--- src/rtl/dimg_pkg.sv ---
package dimg_pkg;
  typedef enum logic [2:0] {
    ST_IDLE,
    ST_LOAD,
    ST_SHIFT,
    ST_WSHIFT,
    ST_COMMIT
  } seq_st_t;

  localparam int OFS_CMD   = 0;
  localparam int OFS_SEL   = 1;
  localparam int OFS_RDREQ = 2;
  localparam int OFS_STAT  = 3;
  localparam int OFS_RES0  = 4;
endpackage

--- src/rtl/dimg_cmd_decode.sv ---
module dimg_cmd_decode #(
  parameter int AW    = 3,
  parameter int DW    = 32,
  parameter int N_SRC = 4
) (
  input  logic             wr_en,
  input  logic [AW-1:0]    addr,
  input  logic [DW-1:0]    wdata,
  input  logic             busy,
  output logic             reconfig_pulse,
  output logic             wdog_rst_pulse,
  output logic             sel_start,
  output logic             sel_ovr,
  output logic             sel_img,
  output logic             rd_start,
  output logic [N_SRC-1:0] rd_mask
);
  import dimg_pkg::*;

  logic hit_cmd, hit_sel, hit_req;
  logic unused_wdata;

  assign hit_cmd = wr_en && (addr == AW'(OFS_CMD));
  assign hit_sel = wr_en && (addr == AW'(OFS_SEL));
  assign hit_req = wr_en && (addr == AW'(OFS_RDREQ));

  // only the watchdog kick survives a busy engine
  assign reconfig_pulse = hit_cmd && wdata[0] && !busy;
  assign wdog_rst_pulse = hit_cmd && wdata[1];

  assign sel_start = hit_sel && !busy;
  assign sel_ovr   = wdata[0];
  assign sel_img   = wdata[1];

  assign rd_mask  = wdata[N_SRC-1:0];
  assign rd_start = hit_req && !busy && (|rd_mask);

  assign unused_wdata = ^wdata;
endmodule

--- src/rtl/dimg_seq.sv ---
module dimg_seq #(
  parameter int FRAME_W = 34,
  parameter int SEL_W   = 2,
  parameter int N_SRC   = 4,
  localparam int SW     = $clog2(N_SRC),
  localparam int CW     = $clog2(FRAME_W + 1),
  localparam int SIW    = $clog2(SEL_W)
) (
  input  logic               clk,
  input  logic               rst,
  input  logic               sel_start,
  input  logic               sel_ovr,
  input  logic               sel_img,
  input  logic               rd_start,
  input  logic [N_SRC-1:0]   rd_mask,
  output logic               busy,
  output logic               eng_load,
  output logic               eng_shift,
  output logic               eng_write,
  output logic [SW-1:0]      eng_src,
  output logic               eng_dout,
  input  logic               eng_din,
  output logic               cap_valid,
  output logic [SW-1:0]      cap_src,
  output logic [FRAME_W-1:0] cap_frame
);
  import dimg_pkg::*;

  seq_st_t            state;
  logic [N_SRC-1:0]   pend;
  logic [SW-1:0]      cur_src;
  logic [CW-1:0]      cnt;
  logic [FRAME_W-1:0] shreg;
  logic [SEL_W-1:0]   wbuf;
  logic [SW-1:0]      next_src;
  logic [N_SRC-1:0]   pend_rest;
  logic               last_bit;

  function automatic logic [SW-1:0] low_idx(input logic [N_SRC-1:0] m);
    logic [SW-1:0] r;
    r = '0;
    for (int i = N_SRC - 1; i >= 0; i--)
      if (m[i]) r = SW'(i);
    return r;
  endfunction

  assign next_src  = low_idx(pend);
  assign pend_rest = pend & ~(N_SRC'(1) << cur_src);
  assign last_bit  = (cnt == CW'(FRAME_W - 1));

  always_ff @(posedge clk) begin
    if (rst) begin
      state   <= ST_IDLE;
      pend    <= '0;
      cur_src <= '0;
      cnt     <= '0;
      shreg   <= '0;
      wbuf    <= '0;
    end else begin
      case (state)
        ST_IDLE: begin
          cnt <= '0;
          if (sel_start) begin
            wbuf  <= SEL_W'({sel_img, sel_ovr});
            state <= ST_WSHIFT;
          end else if (rd_start) begin
            pend  <= rd_mask;
            state <= ST_LOAD;
          end
        end
        ST_LOAD: begin
          cur_src <= next_src;
          cnt     <= '0;
          state   <= ST_SHIFT;
        end
        ST_SHIFT: begin
          shreg <= {eng_din, shreg[FRAME_W-1:1]};
          cnt   <= cnt + 1'b1;
          if (last_bit) begin
            pend  <= pend_rest;
            state <= (|pend_rest) ? ST_LOAD : ST_IDLE;
          end
        end
        ST_WSHIFT: begin
          cnt <= cnt + 1'b1;
          if (cnt == CW'(SEL_W - 1)) state <= ST_COMMIT;
        end
        ST_COMMIT: state <= ST_IDLE;
        default:   state <= ST_IDLE;
      endcase
    end
  end

  assign busy      = (state != ST_IDLE);
  assign eng_load  = (state == ST_LOAD) || (state == ST_COMMIT);
  assign eng_shift = (state == ST_SHIFT) || (state == ST_WSHIFT);
  assign eng_write = (state == ST_WSHIFT) || (state == ST_COMMIT);
  assign eng_src   = (state == ST_LOAD) ? next_src : cur_src;
  assign eng_dout  = (state == ST_WSHIFT) ? wbuf[cnt[SIW-1:0]] : 1'b0;

  assign cap_valid = (state == ST_SHIFT) && last_bit;
  assign cap_src   = cur_src;
  assign cap_frame = {eng_din, shreg[FRAME_W-1:1]};
endmodule

--- src/rtl/dimg_result_bank.sv ---
module dimg_result_bank #(
  parameter int DW      = 32,
  parameter int N_SRC   = 4,
  parameter int WD_W    = 29,
  parameter int WD_KEEP = 12,
  parameter int ST_W    = 4,
  parameter int SEL_W   = 2,
  localparam int FRAME_W = WD_W + 1 + ST_W,
  localparam int SW      = $clog2(N_SRC)
) (
  input  logic                       clk,
  input  logic                       rst,
  input  logic                       cap_valid,
  input  logic [SW-1:0]              cap_src,
  input  logic [FRAME_W-1:0]         cap_frame,
  output logic [N_SRC-1:0][DW-1:0]   res_q
);
  logic unused_frame;
  assign unused_frame = ^cap_frame;

  for (genvar g = 0; g < N_SRC; g++) begin : g_res
    logic [DW-1:0] nxt;
    logic [DW-1:0] res_r;
    if (g < N_SRC - 1) begin : g_wd
      // state code, enable, top watchdog bits
      assign nxt = DW'({cap_frame[FRAME_W-1:WD_W], cap_frame[WD_W-1 -: WD_KEEP]});
    end else begin : g_in
      assign nxt = DW'(cap_frame[SEL_W-1:0]);
    end
    always_ff @(posedge clk) begin
      if (rst)
        res_r <= '0;
      else if (cap_valid && (cap_src == SW'(g)))
        res_r <= nxt;
    end
    assign res_q[g] = res_r;
  end
endmodule

--- src/rtl/dimg_ctrl_regs.sv ---
module dimg_ctrl_regs #(
  parameter int AW      = 3,
  parameter int DW      = 32,
  parameter int N_SRC   = 4,
  parameter int WD_W    = 29,
  parameter int WD_KEEP = 12,
  parameter int ST_W    = 4,
  parameter int SEL_W   = 2,
  localparam int FRAME_W = WD_W + 1 + ST_W,
  localparam int SW      = $clog2(N_SRC)
) (
  input  logic          clk,
  input  logic          rst,
  input  logic          wr_en,
  input  logic          rd_en,
  input  logic [AW-1:0] addr,
  input  logic [DW-1:0] wdata,
  output logic [DW-1:0] rdata,
  output logic          reconfig_pulse,
  output logic          wdog_rst_pulse,
  output logic          eng_load,
  output logic          eng_shift,
  output logic          eng_write,
  output logic [SW-1:0] eng_src,
  output logic          eng_dout,
  input  logic          eng_din
);
  import dimg_pkg::*;

  logic                     busy;
  logic                     sel_start, sel_ovr, sel_img;
  logic                     rd_start;
  logic [N_SRC-1:0]         rd_mask;
  logic                     cap_valid;
  logic [SW-1:0]            cap_src;
  logic [FRAME_W-1:0]       cap_frame;
  logic [N_SRC-1:0][DW-1:0] res_q;
  logic [SW-1:0]            res_idx;

  dimg_cmd_decode #(.AW(AW), .DW(DW), .N_SRC(N_SRC)) u_dec (
    .wr_en(wr_en), .addr(addr), .wdata(wdata), .busy(busy),
    .reconfig_pulse(reconfig_pulse), .wdog_rst_pulse(wdog_rst_pulse),
    .sel_start(sel_start), .sel_ovr(sel_ovr), .sel_img(sel_img),
    .rd_start(rd_start), .rd_mask(rd_mask)
  );

  dimg_seq #(.FRAME_W(FRAME_W), .SEL_W(SEL_W), .N_SRC(N_SRC)) u_seq (
    .clk(clk), .rst(rst),
    .sel_start(sel_start), .sel_ovr(sel_ovr), .sel_img(sel_img),
    .rd_start(rd_start), .rd_mask(rd_mask),
    .busy(busy),
    .eng_load(eng_load), .eng_shift(eng_shift), .eng_write(eng_write),
    .eng_src(eng_src), .eng_dout(eng_dout), .eng_din(eng_din),
    .cap_valid(cap_valid), .cap_src(cap_src), .cap_frame(cap_frame)
  );

  dimg_result_bank #(
    .DW(DW), .N_SRC(N_SRC), .WD_W(WD_W), .WD_KEEP(WD_KEEP),
    .ST_W(ST_W), .SEL_W(SEL_W)
  ) u_res (
    .clk(clk), .rst(rst),
    .cap_valid(cap_valid), .cap_src(cap_src), .cap_frame(cap_frame),
    .res_q(res_q)
  );

  assign res_idx = SW'(int'(addr) - OFS_RES0);

  always_ff @(posedge clk) begin
    if (rst) begin
      rdata <= '0;
    end else if (rd_en) begin
      if (int'(addr) == OFS_STAT)
        rdata <= DW'(busy);
      else if (int'(addr) >= OFS_RES0 && int'(addr) < OFS_RES0 + N_SRC)
        rdata <= res_q[res_idx];
      else
        rdata <= '0;
    end
  end
endmodule

--- config.mk ---
export PLATFORM = sky130hd
export DESIGN_NAME = dimg_ctrl_regs
export DESIGN_NICKNAME = d
export VERILOG_FILES = /design/src/rtl/dimg_pkg.sv /design/src/rtl/dimg_cmd_decode.sv /design/src/rtl/dimg_seq.sv /design/src/rtl/dimg_result_bank.sv /design/src/rtl/dimg_ctrl_regs.sv
export SDC_FILE = /design/constraint.sdc
export NUM_CORES = 1
export LEC_CHECK = 0
export ABC_AREA = 1
export ABC_CLOCK_PERIOD_IN_PS = 1900
export BUFFER_PORTS_ARGS = -buffer_cell sky130_fd_sc_hd__buf_2
export CORE_MARGIN = 2
export CORE_UTILIZATION = 40
export CTS_CLUSTER_SIZE = 40
export DETAILED_ROUTE_END_ITERATION = 7
export MAX_ROUTING_LAYER = met4
export SLEW_MARGIN = 20
export SYNTH_ARGS = -nofsm -noshare
export SYNTH_HDL_FRONTEND = slang
export SYNTH_SLANG_ARGS = --single-unit
--- constraint.sdc ---
create_clock -name clk -period 1.9 [get_ports clk]
set_input_delay 0.38 -clock clk [delete_from_list [all_inputs] [get_ports clk]]
set_output_delay 0.38 -clock clk [all_outputs]
set_load 0.05 [all_outputs]
After elaboration in Yosys (flattened, before gate mapping). Cells that the tools add are included.

$add $sub $neg: 2. Magnitude comparators: 3. Equal/unequal tests: 17. Shift-type cells: 1. Multiplexer cells: 23. Bitwise logic cells: 2. Reductions and logical operators: 31.

Operators with widths (count): $mux 32 (3); $bmux 32 s2 (1); $logic_and 1x1->1 (14); $mux 3 (4); $mux 4 (3); $pmux 3 s4 (1); $pmux 6 s2 (1); $mux 2 (5); $eq 3x2->1 const B (3); $pmux 4 s2 (1); $reduce_or 4->1 (2); $add 6x1->6 const B (1); $eq 3x1->1 const B (2); $eq 3x3->1 const B (2); $eq 6x1->1 const B (1); $eq 6x6->1 const B (1); $logic_not 3->1 (2); $and 4x4->4 (1); $eq 2x2->1 const B (2); $mux 1 (4); $ne 2x1->1 const B (2); $ne 2x2->1 const B (2); $not 4->4 (1); $reduce_and 4->1 (1); other kinds (15) (19).

Register bits after elaboration: 136. Output and inout bits: 40. Word-level logic and storage cells: 90.

Depth between registers and ports, before layout. Gate-level depths: netlist (run 1).

Depth after elaboration: 7. Mapped depth: 11. Mapped depth without buffers: 10.

Hierarchy. A second synthesis (run 1) with hierarchy kept.

Cell total of the unflattened synthesis: 1151. Area, all modules: 7325.8 um2.

By module, submodules not included: dimg_result_bank (instances 1, cells an instance 419, area an instance 2849.0 um2, seq. area each 1061.0 um2); dimg_ctrl_regs (instances 1, cells an instance 421, area an instance 2265.9 um2, seq. area each 640.6 um2); dimg_seq (instances 1, cells an instance 287, area an instance 2090.8 um2, seq. area each 1001.0 um2); dimg_cmd_decode (instances 1, cells an instance 24, area an instance 120.1 um2, seq. area each 0.0 um2).

Worst setup path after synthesis (run 1). No wires, ideal clock.

Kind: input-to-output. From: input addr[1]. To: output reconfig_pulse. Arrival: 2.123 ns. Required time: 1.520 ns. Slack: -0.603 ns. Stages on the path: 4. Path buffers: 1. Cells stage by stage: nor2_1 > buf_2 > nand2_1 > nor3b_1.

Longest elaborated chain between the ends: 4.

RTL lines: start, declared (RTL line dimg_ctrl_regs.sv:16) `input logic [AW-1:0] addr,`; $logic_not 3->1 (RTL line dimg_cmd_decode.sv:23) `assign hit_cmd = wr_en && (addr == AW'(OFS_CMD));`; $logic_and 1x1->1 (RTL line dimg_cmd_decode.sv:23); $logic_and 1x1->1 (2 in series) (RTL line dimg_cmd_decode.sv:28) `assign reconfig_pulse = hit_cmd && wdata[0] && !busy;`; end, declared (RTL line dimg_ctrl_regs.sv:19) `output logic reconfig_pulse,`.

Every way passes these cells.

Worst setup path in the final report (run 1).
From: register u_seq.state[2]. To: output eng_write.

Longest elaborated chain between the ends: 2.

RTL lines: start, declared (RTL line dimg_seq.sv:29) `seq_st_t state;`; start signal, assigned (RTL line dimg_seq.sv:81) `state <= (|pend_rest) ? ST_LOAD : ST_IDLE;`; $eq 3x2->1 or $eq 3x3->1 (tied branches) (RTL line dimg_seq.sv:97) `assign eng_write = (state == ST_WSHIFT) || (state == ST_COMMIT);`; $logic_or 1x1->1 * (RTL line dimg_seq.sv:97); end, declared (RTL line dimg_ctrl_regs.sv:23) `output logic eng_write,`.

Mark *: on every way between the ends. The rest lies on a longest branch, timed or not.

==> results of run 1 <==
final timing paths:
path / startpoint / end / slack (ns) / depth (start not counted)
setup / recovery: u_seq.state[2] / eng_write / 0.06 / 5
setup reg to reg: u_seq.cnt[0] / u_res.g_res[2].res_r[3] / 0.28 / 7
hold reg to reg: u_res.g_res[0].res_r[8] / u_res.g_res[0].res_r[8] / 0.44 / 2
hold / removal: rd_en / rdata[0] / 0.19 / 2
synth_stat cells (all sizes together):
library cell	n	share of area, %
conb	1	0.074
nand3b	3	0.94
nor2	123	9.7
ha	2	0.49
xor2	1	0.17
inv	85	6.3
o22ai	5	0.62
o211ai	1	0.15
nand3	12	1.4
a31oi	1	0.12
dfxtp	120	47
nor3	2	0.20
a22oi	1	0.15
nand4	1	0.12
nand2	78	6.0
nor3b	1	0.15
clkbuf	16	1.2
buf	33	4.3
o21ai	128	13
a21oi	78	7.7
logic make-up after synthesis:
| kind of cell | after synthesis |
|---|---|
| XOR/XNOR | 1 |
| buffers and inverters | 134 |
| AND/OR/NAND/NOR | 220 |
| flip-flops | 120 |
| AO/OA/AOI/OAI | 214 |
| other | 1 |
| adder cells (fa/ha/maj) | 2 |
metal layers:
metal	GRT usage, %	vias up	share of wire (%)
met5	-	-	0
met4	5.18	0	1.0
met3	5.19	9	4.7
met2	27.6	79	47
met1	21.5	1954	48
li1	-	2277	-
per-stage QoR:
stage	cells	instance area [sq um]	total power, mW	util (%)	hold WS (ns)
global placement	878	5400	4.73	43.1	0.432
floorplan	706	5120	4.41	-	0.424
finish	913	6130	8.24	48.9	0.190
CTS	912	6090	8.26	48.7	0.175
global route	913	6130	8.69	48.9	0.189
detailed placement	878	5400	4.76	43.1	0.436
timing repair:
action                                  CTS  global route
endpoints found under the setup margin    5             5
hold endpoints to repair                  0             0
gates cloned                              0             0
buffers inserted                          2             1
gates resized for setup                  18             8
pin swaps                                 1             2
flip-flops by register name, summed over array words and instances (netlist names):
signal	count
rdata	17
u_res.g_res.res_r	53
u_seq.cap_src	2
u_seq.cnt	6
u_seq.pend	4
u_seq.shreg	33
u_seq.state	3
u_seq.wbuf	2
report_power, final:
part / internal, mW / switching [mW]
sequential: 2.87 / 0.320
clock: 2.24 / 1.16
combinational: 0.545 / 1.11
total: 5.65 / 2.59
area by class of cell:
| type | instances | area [sq um] | area share, % |
|---|---|---|---|
| Sequential cell | 120 | 2410 | 39.4 |
| Multi-Input combinational cell | 452 | 2160 | 35.2 |
| Clock buffer | 18 | 439 | 7.17 |
| Timing Repair Buffer | 52 | 387 | 6.31 |
| Inverter | 85 | 322 | 5.25 |
| Tap cell | 172 | 215 | 3.51 |
| Clock inverter | 14 | 196 | 3.21 |
critical path: stages, from the launching register on:
cell and delay, ns:
dfxtp_4 0.35, inv_2 0.06, buf_4 0.14, nand2_4 0.10, o21ai_1 0.13, buf_2 0.27
==> impl_metrics.py, run 1 <==
metrics = {
    "synthesis": {
        "syn_area_sq_um": 5070,
        "ys_warn_count": 0,
        "synth_top_family_by_area": "compound AO/OA/AOI/OAI gates",
        "yosysSeqAreaShare_pct": 47.4,
        "yosys.area_share.adder_pct": 0.494,
        "synth_compound_area_share_pct": 21.5,
        "synth.distinct_cells": 34,
        "avgSynthCellArea_sq_um": 7.32,
        "syn-instance-count": 692,
        "synth_seq_cells": 120,
        "synth_xor_area_share_pct": 0.173,
        "synthMuxAreaShare_pct": 0,
        "synth_simple_gate_area_share_pct": 18.5,
    },
    "clocking": {
        "cts-hold-fix-buffers": 0,
        "clkTransAtPathRegs_ns": 0.05,
        "cts_buffers": 17,
        "clock-sinks": 120,
        "cts_max_level": 4,
        "cts_tree": "done",
        "insertion_delay_ns": 0.41,
        "cts_buffer_depth": 2,
        "root_buffer": "clkbuf_16",
    },
    "grt": {
        "grt_max_degree": 88,
        "grt_overflow": 0,
        "antenna_found_initial": 0,
        "grt_pass1_vias": 3829,
        "track_usage_pct": 17.4,
        "grt_pass1_wl_microns": 17800,
    },
    "placement": {
        "gp_congestion": 0.844,
        "place_ws_ns": 0.146,
        "dp_hpwl_microns": 7090,
        "portBuffers": 36,
    },
    "finish": {
        "syn_to_final_growth_pct": 20.9,
        "nFillCells": 1266,
        "drive_above_1_share_pct": 15.0,
        "final_cell_mix": "117 x dfxtp_1, 116 x nor2_1, 107 x o21ai_0",
        "nets": 770,
        "diodes": 0,
        "final_common_cell": "dfxtp_1",
    },
    "routing": {
        "first_pass_iters": 4,
        "ant_nets": 0,
        "viasPerCell": 4.73,
        "vias": 4319,
        "drt_iter0_markers": 254,
        "wl_microns": 10900,
        "drc": 0,
        "drt-wirelength-per-cell_microns": 12.0,
    },
    "die": {
        "die_area_sq_um": 13600,
        "core_sq_um": 12500,
        "floorplan.rows": 41,
        "io_pins": 80,
        "start_util_pct": 40.5,
        "die_y_microns": 117,
        "die_x_microns": 117,
    },
    "timing": {
        "max_freq_mhz": 544,
        "fin_skew_ns": 0.00451,
        "rsz0062_at_grt": "true",
        "setup_viol": 0,
        "hold_viol_final": 0,
        "period_share_pct": 96.7,
        "min_period_ns": 1.84,
        "drv_slew": 0,
        "tns_ns": 0,
        "worst_slack_ns": 0.0631,
    },
    "worst_setup_path": {
        "arrival_ns": 1.46,
        "cp_max_fo": 6,
        "crit_path_end_kind": "output port",
        "worstPathRequired_ns": 1.52,
        "critPathKind": "register to output port",
        "worst_setup_path_start_kind": "register",
    },
    "pwr": {
        "powerDensity_nw_per_um2": 1350,
        "ir_worst_vdd_mv": 0.638,
        "power.leakage_nw": 2.53,
    },
    "min_path": {
        "hold_class": "primary input to register",
    },
    "status": {
        "outcome": "finished, final reports clean",
    },
    "flow_run": {
        "maxCapViolCount": 0,
    },
}
Power figures use the tool's default switching activity.
==> inputs of run 2 (changes only) <==
--- a/config.mk
+++ b/config.mk
@@ -5,7 +5,6 @@
 export SDC_FILE = /design/constraint.sdc
 export NUM_CORES = 1
 export LEC_CHECK = 0
-export ABC_AREA = 1
 export ABC_CLOCK_PERIOD_IN_PS = 1900
 export BUFFER_PORTS_ARGS = -buffer_cell sky130_fd_sc_hd__buf_2
 export CORE_MARGIN = 2
@@ -13,6 +12,7 @@
 export CTS_CLUSTER_SIZE = 40
 export DETAILED_ROUTE_END_ITERATION = 7
 export MAX_ROUTING_LAYER = met4
+export RECOVER_POWER = 50
 export SLEW_MARGIN = 20
 export SYNTH_ARGS = -nofsm -noshare
 export SYNTH_HDL_FRONTEND = slang
==> run 2 against run 1 <==
The run now ends with setup timing left. Clock power is 3% lower. Non-clock buffer count is 32 higher. Critical path depth is 1 lower. Global-route usage is 0.86 points higher. Routed wire length is 16% higher.
==> impl_metrics.py, run 2 <==
metrics = {
    "worst_setup_path": {
        "cpPeakStageDelay_ns": 0.44,
        "worstPathRequired_ns": 1.52,
        "crit_path_end_kind": "output port",
        "arrival_ns": 1.75,
        "cp_slowest_cell": "or3b_4",
        "critPathKind": "register to output port",
        "worst_setup_path_start_kind": "register",
        "cp_cell_sequence": "buf_6, or3b_4, o41ai_4, buf_6",
        "path_buf_inv": 2,
        "cp_max_fo": 4,
        "cp_top_family": "simple AND/OR/NAND/NOR gates",
        "crit_top_cell": "buf_6",
    },
    "synthesis": {
        "synth_commonest_cells": "134 x nand2_1, 120 x dfxtp_1, 77 x a21oi_1",
        "avgSynthCellArea_sq_um": 8.45,
        "syn-instance-count": 610,
        "synth_area_leaders": "dfxtp_1 47%, nand2_1 9.8%, a21oi_1 7.5%, mux2i_1 7.4%, nor2_1 3.9%",
        "yosysSeqAreaShare_pct": 46.6,
        "yosysTopAreaCell": "dfxtp_1",
        "ys_warn_count": 0,
        "synth-edff-count": 0,
        "syn_area_sq_um": 5160,
        "synth_top_cell_area_share_pct": 46.6,
        "ys.flop_type": "dfxtp_1",
        "async_flop_share_pct": 0,
        "synth_seq_cells": 120,
        "synth_most_common_cell": "nand2_1",
        "synth.distinct_cells": 55,
    },
    "timing": {
        "period_share_pct": 112,
        "hold_viol_final": 0,
        "slew_headroom_pct": 44.7,
        "min_period_ns": 2.13,
        "tns_ns": -4.50,
        "max_freq_mhz": 469,
        "worst_slack_ns": -0.231,
        "holdWs_ns": 0.205,
        "setup_viol": 78,
        "drv_slew": 0,
        "fin_skew_ns": 0.00543,
        "tightestPinTransition_ns": 0.822,
        "rsz0062_at_grt": "true",
    },
    "pwr": {
        "total_power_mw": 6.19,
        "ir_worst_vdd_mv": 0.754,
        "power.leakage_nw": 2.76,
        "powerDensity_nw_per_um2": 922,
    },
    "finish": {
        "final_area_sq_um": 6720,
        "syn_to_final_growth_pct": 30.2,
        "multi_input_area_sq_um": 2800,
        "drive_above_1_share_pct": 25.3,
        "finish.utilization_pct": 53.2,
        "nets": 713,
        "nFillCells": 1176,
        "final_cell_mix": "116 x nand2_1, 115 x dfxtp_1, 69 x a21oi_1",
        "final_common_cell": "nand2_1",
        "stdcell_count": 857,
        "reg_top3": "u_res.g_res.res_r (53), u_seq.shreg (33), rdata (17)",
        "largest_reg_flops": 53,
        "largest-register": "u_res.g_res.res_r",
        "seqCellArea_sq_um": 2410,
    },
    "status": {
        "violations": "setup timing",
        "outcome": "finished, violations left",
    },
    "clocking": {
        "clock-sinks": 120,
        "cts_buffers": 17,
        "cts-hold-fix-buffers": 0,
        "root_buffer": "clkbuf_16",
        "insertion_delay_ns": 0.41,
        "cts_buffer_depth": 2,
        "cts_max_level": 4,
        "clkTransAtPathRegs_ns": 0.05,
        "cts_tree": "done",
    },
    "grt": {
        "grt_overflow": 0,
        "antenna_found_initial": 1,
        "track_usage_pct": 18.2,
        "grt_pass1_wl_microns": 19700,
        "grt_max_degree": 55,
        "grt_pass1_vias": 3971,
    },
    "placement": {
        "placedCellCount": 809,
        "place_ws_ns": -0.131,
        "dpl_cell_area_sq_um": 5690,
        "portBuffers": 36,
        "dp_hpwl_microns": 7320,
        "gp_congestion": 0.802,
    },
    "die": {
        "die_y_microns": 118,
        "die_area_sq_um": 13800,
        "die_x_microns": 118,
        "io_pins": 80,
        "floorplan.rows": 41,
        "core_sq_um": 12600,
        "start_util_pct": 40.9,
    },
    "min_path": {
        "hold_class": "primary input to register",
    },
    "routing": {
        "vias": 4330,
        "drc": 0,
        "wl_microns": 12700,
        "drt-wirelength-per-cell_microns": 14.8,
        "viasPerCell": 5.05,
        "drt_iter0_markers": 288,
        "first_pass_iters": 5,
        "ant_nets": 0,
    },
    "flow_run": {
        "maxCapViolCount": 0,
    },
}
run 2: metal layers:
metal  vias up  part of all wire, %  GRT usage [%]
met4         0                  1.1           6.02
met5         -                    0              -
li1       2164                    -              -
met1      2041                   44           22.3
met2       108                   49           29.6
met3        17                  5.6           4.60
run 2: timing repair:
item | CTS | global route
setup endpoints to repair | 24 | 50
pin swaps | 11 | 41
gates cloned | 1 | 3
resized for setup | 27 | 60
setup buffers | 3 | 8
run 2: cell type report:
class                           count  area share, %
Antenna cell                        1         0.0373
Clock buffer                       19           6.74
Clock inverter                     13           2.52
Inverter                            6          0.335
Multi-Input combinational cell    442           41.7
Sequential cell                   120           35.9
Tap cell                          172           3.20
Timing Repair Buffer               84           9.60
run 2: path summary, 6_finish.rpt:
check                            end  cells after the start  slack, ns            from
max                       eng_src[1]                      4      -0.23  u_seq.state[1]
min                    u_seq.pend[2]                      3       0.21        wdata[2]
max reg2reg  u_res.g_res[2].res_r[2]                      9      -0.14    u_seq.cnt[1]
min reg2reg           u_seq.shreg[2]                      2       0.45  u_seq.shreg[3]
run 2: cell families (layout without fill, tap and decap cells):
logic type               count (synthesis)  count (layout)  share of synthesized area (%)
buffers and inverters                   64             122                           6.28
flip-flops                             120             120                           46.6
adder cells (fa/ha/maj)                  2               2                          0.485
other                                    1              16                         0.0727
AO/OA/AOI/OAI                          121             121                           14.6
AND/OR/NAND/NOR                        255             257                           22.7
XOR/XNOR                                 6               6                           1.02
multiplexers                            41              41                           8.25
run 2: where the power goes:
part           internal, mW  switching, mW  leakage, nW
clock network          2.14           1.17        0.292
logic                0.0963          0.245         1.50
registers              2.52        0.00819        0.969
total                  4.76           1.43         2.76
run 2: worst min-delay path, delay by kind of cell:
family                 cells  cell delay, ns
AOI/OAI and AO/OA          1            0.06
buffers and inverters      1            0.09
and+or+nand+nor            1            0.04
==> inputs of run 3 (changes only) <==
--- a/config.mk
+++ b/config.mk
@@ -13,6 +13,7 @@
 export DETAILED_ROUTE_END_ITERATION = 7
 export MAX_ROUTING_LAYER = met4
 export RECOVER_POWER = 50
+export REMOVE_ABC_BUFFERS = 1
 export SLEW_MARGIN = 20
 export SYNTH_ARGS = -nofsm -noshare
 export SYNTH_HDL_FRONTEND = slang
==> run 3 against run 2 <==
The flow still finishes with violations (setup timing). Clock skew increased by 0.0052 ns. Register-to-register slack improved by 0.06 ns. Via count decreased by 1.7%. Final cell count decreased by 0.93%. Flip-flop and latch count unchanged. Clock-buffer cell count increased by 6. First-iteration DRC count decreased by 33%. Total power increased by 0.81%. Highest routed layer unchanged.
==> impl_metrics.py, run 3 (synthesis results as in run 2) <==
metrics = {
    "routing": {
        "vias": 4257,
        "first_pass_iters": 7,
        "drt_iter0_markers": 192,
        "drc": 0,
        "drt-wirelength-per-cell_microns": 15.0,
        "wl_microns": 12700,
        "ant_nets": 0,
        "viasPerCell": 5.01,
    },
    "pwr": {
        "power.leakage_nw": 2.56,
        "powerDensity_nw_per_um2": 965,
        "total_power_mw": 6.24,
        "ir_worst_vdd_mv": 0.669,
    },
    "clocking": {
        "cts_max_level": 4,
        "insertion_delay_ns": 0.40,
        "clock-sinks": 120,
        "cts-hold-fix-buffers": 0,
        "clkTransAtPathRegs_ns": 0.06,
        "cts_tree": "done",
        "cts_buffer_depth": 2,
        "root_buffer": "clkbuf_16",
        "cts_buffers": 17,
    },
    "timing": {
        "slew_headroom_pct": 56.4,
        "fin_skew_ns": 0.0106,
        "max_freq_mhz": 496,
        "hold_viol_final": 0,
        "tightestPinTransition_ns": 0.654,
        "min_period_ns": 2.01,
        "drv_slew": 0,
        "worst_slack_ns": -0.115,
        "setup_viol": 14,
        "rsz0062_at_grt": "true",
        "period_share_pct": 106,
    },
    "placement": {
        "dpl_cell_area_sq_um": 5640,
        "portBuffers": 36,
        "gp_congestion": 0.840,
        "dp_hpwl_microns": 7750,
        "place_ws_ns": -0.226,
    },
    "die": {
        "die_area_sq_um": 13800,
        "die_x_microns": 118,
        "die_y_microns": 118,
        "io_pins": 80,
        "start_util_pct": 40.9,
        "core_sq_um": 12600,
        "floorplan.rows": 41,
    },
    "finish": {
        "final_cell_mix": "131 x nand2_1, 115 x dfxtp_1, 77 x a21oi_1",
        "final_area_sq_um": 6460,
        "largest_reg_flops": 53,
        "reg_top3": "u_res.g_res.res_r (53), u_seq.shreg (33), rdata (17)",
        "diodes": 0,
        "nets": 706,
        "final_common_cell": "nand2_1",
        "finish.utilization_pct": 51.2,
        "drive_above_1_share_pct": 22.2,
        "largest-register": "u_res.g_res.res_r",
        "syn_to_final_growth_pct": 25.4,
        "nFillCells": 1207,
    },
    "min_path": {
        "hold_class": "primary input to register",
    },
    "worst_setup_path": {
        "critPathKind": "register to output port",
        "crit_path_end_kind": "output port",
        "cp_max_fo": 3,
        "worstPathRequired_ns": 1.52,
        "worst_setup_path_start_kind": "register",
        "arrival_ns": 1.63,
    },
    "flow_run": {
        "maxCapViolCount": 0,
    },
    "grt": {
        "grt_max_degree": 104,
        "grt_overflow": 0,
        "antenna_found_initial": 0,
        "track_usage_pct": 19.0,
        "grt_pass1_wl_microns": 20300,
        "grt_pass1_vias": 4107,
    },
    "status": {
        "outcome": "finished, violations left",
        "violations": "setup timing",
    },
}
run 3: cell count changes in the layout (fill, tap and decap cells not counted), moves of 5 or more:
cell / before / now
a21oi_1: 69 / 77
a21oi_2: 18 / 10
buf_2: 10 / 29
buf_6: 12 / 7
clkbuf_1: 21 / 8
nand2_1: 116 / 131
nand2_4: 16 / 2
run 3: per-layer routing:
metal  global-route usage [%]  wire length [microns]
met1                     22.6                   5790
met2                     31.8                   6250
met3                     3.92                    485
met4                     7.00                    205
met5                        -                      0
run 3: cell type report:
class	instances	area (sq um)	share of cell area, %
Multi-Input combinational cell	441	2600	40.3
Sequential cell	120	2410	37.3
Timing Repair Buffer	78	591	9.13
Clock buffer	25	485	7.51
Tap cell	172	215	3.33
Clock inverter	7	140	2.17
Inverter	6	22.5	0.348
run 3: timing repair:
action	CTS	global route
pin swaps	5	3
endpoints found under the setup margin	25	25
gates resized for setup	31	9
buffers inserted	1	3
gates cloned	1	1
run 3: path summary, 6_finish.rpt:
kind	endpoint	cells past startpoint	startpoint	slack, ns
max	eng_src[1]	5	u_seq.state[0]	-0.11
min	u_seq.pend[2]	3	wdata[2]	0.21
max reg2reg	u_seq.state[0]	7	u_seq.cnt[1]	-0.08
min reg2reg	u_seq.shreg[2]	2	u_seq.shreg[3]	0.45
run 3: metrics by stage:
step / hold slack, ns / std cells / TNS, ns
after floorplan: 0.426 / 566 / -126.86
after global placement: 0.436 / 811 / -2.68
after detailed placement: 0.444 / 811 / -3.22
after CTS: 0.203 / 845 / -0.767
after global routing: 0.213 / 849 / -2.31
final: 0.214 / 849 / -0.465
run 3: power breakdown:
group / switching [mW] / internal (mW)
Combinational: 0.245 / 0.0939
Clock: 1.07 / 2.30
Sequential: 0.00818 / 2.53
Total: 1.32 / 4.92
run 3: worst max-delay path: stages (launching register included):
cell and delay (ns):
dfxtp_2 0.33, or3b_4 0.42, buf_6 0.15, nand2_2 0.08
o41ai_4 0.08, buf_6 0.17
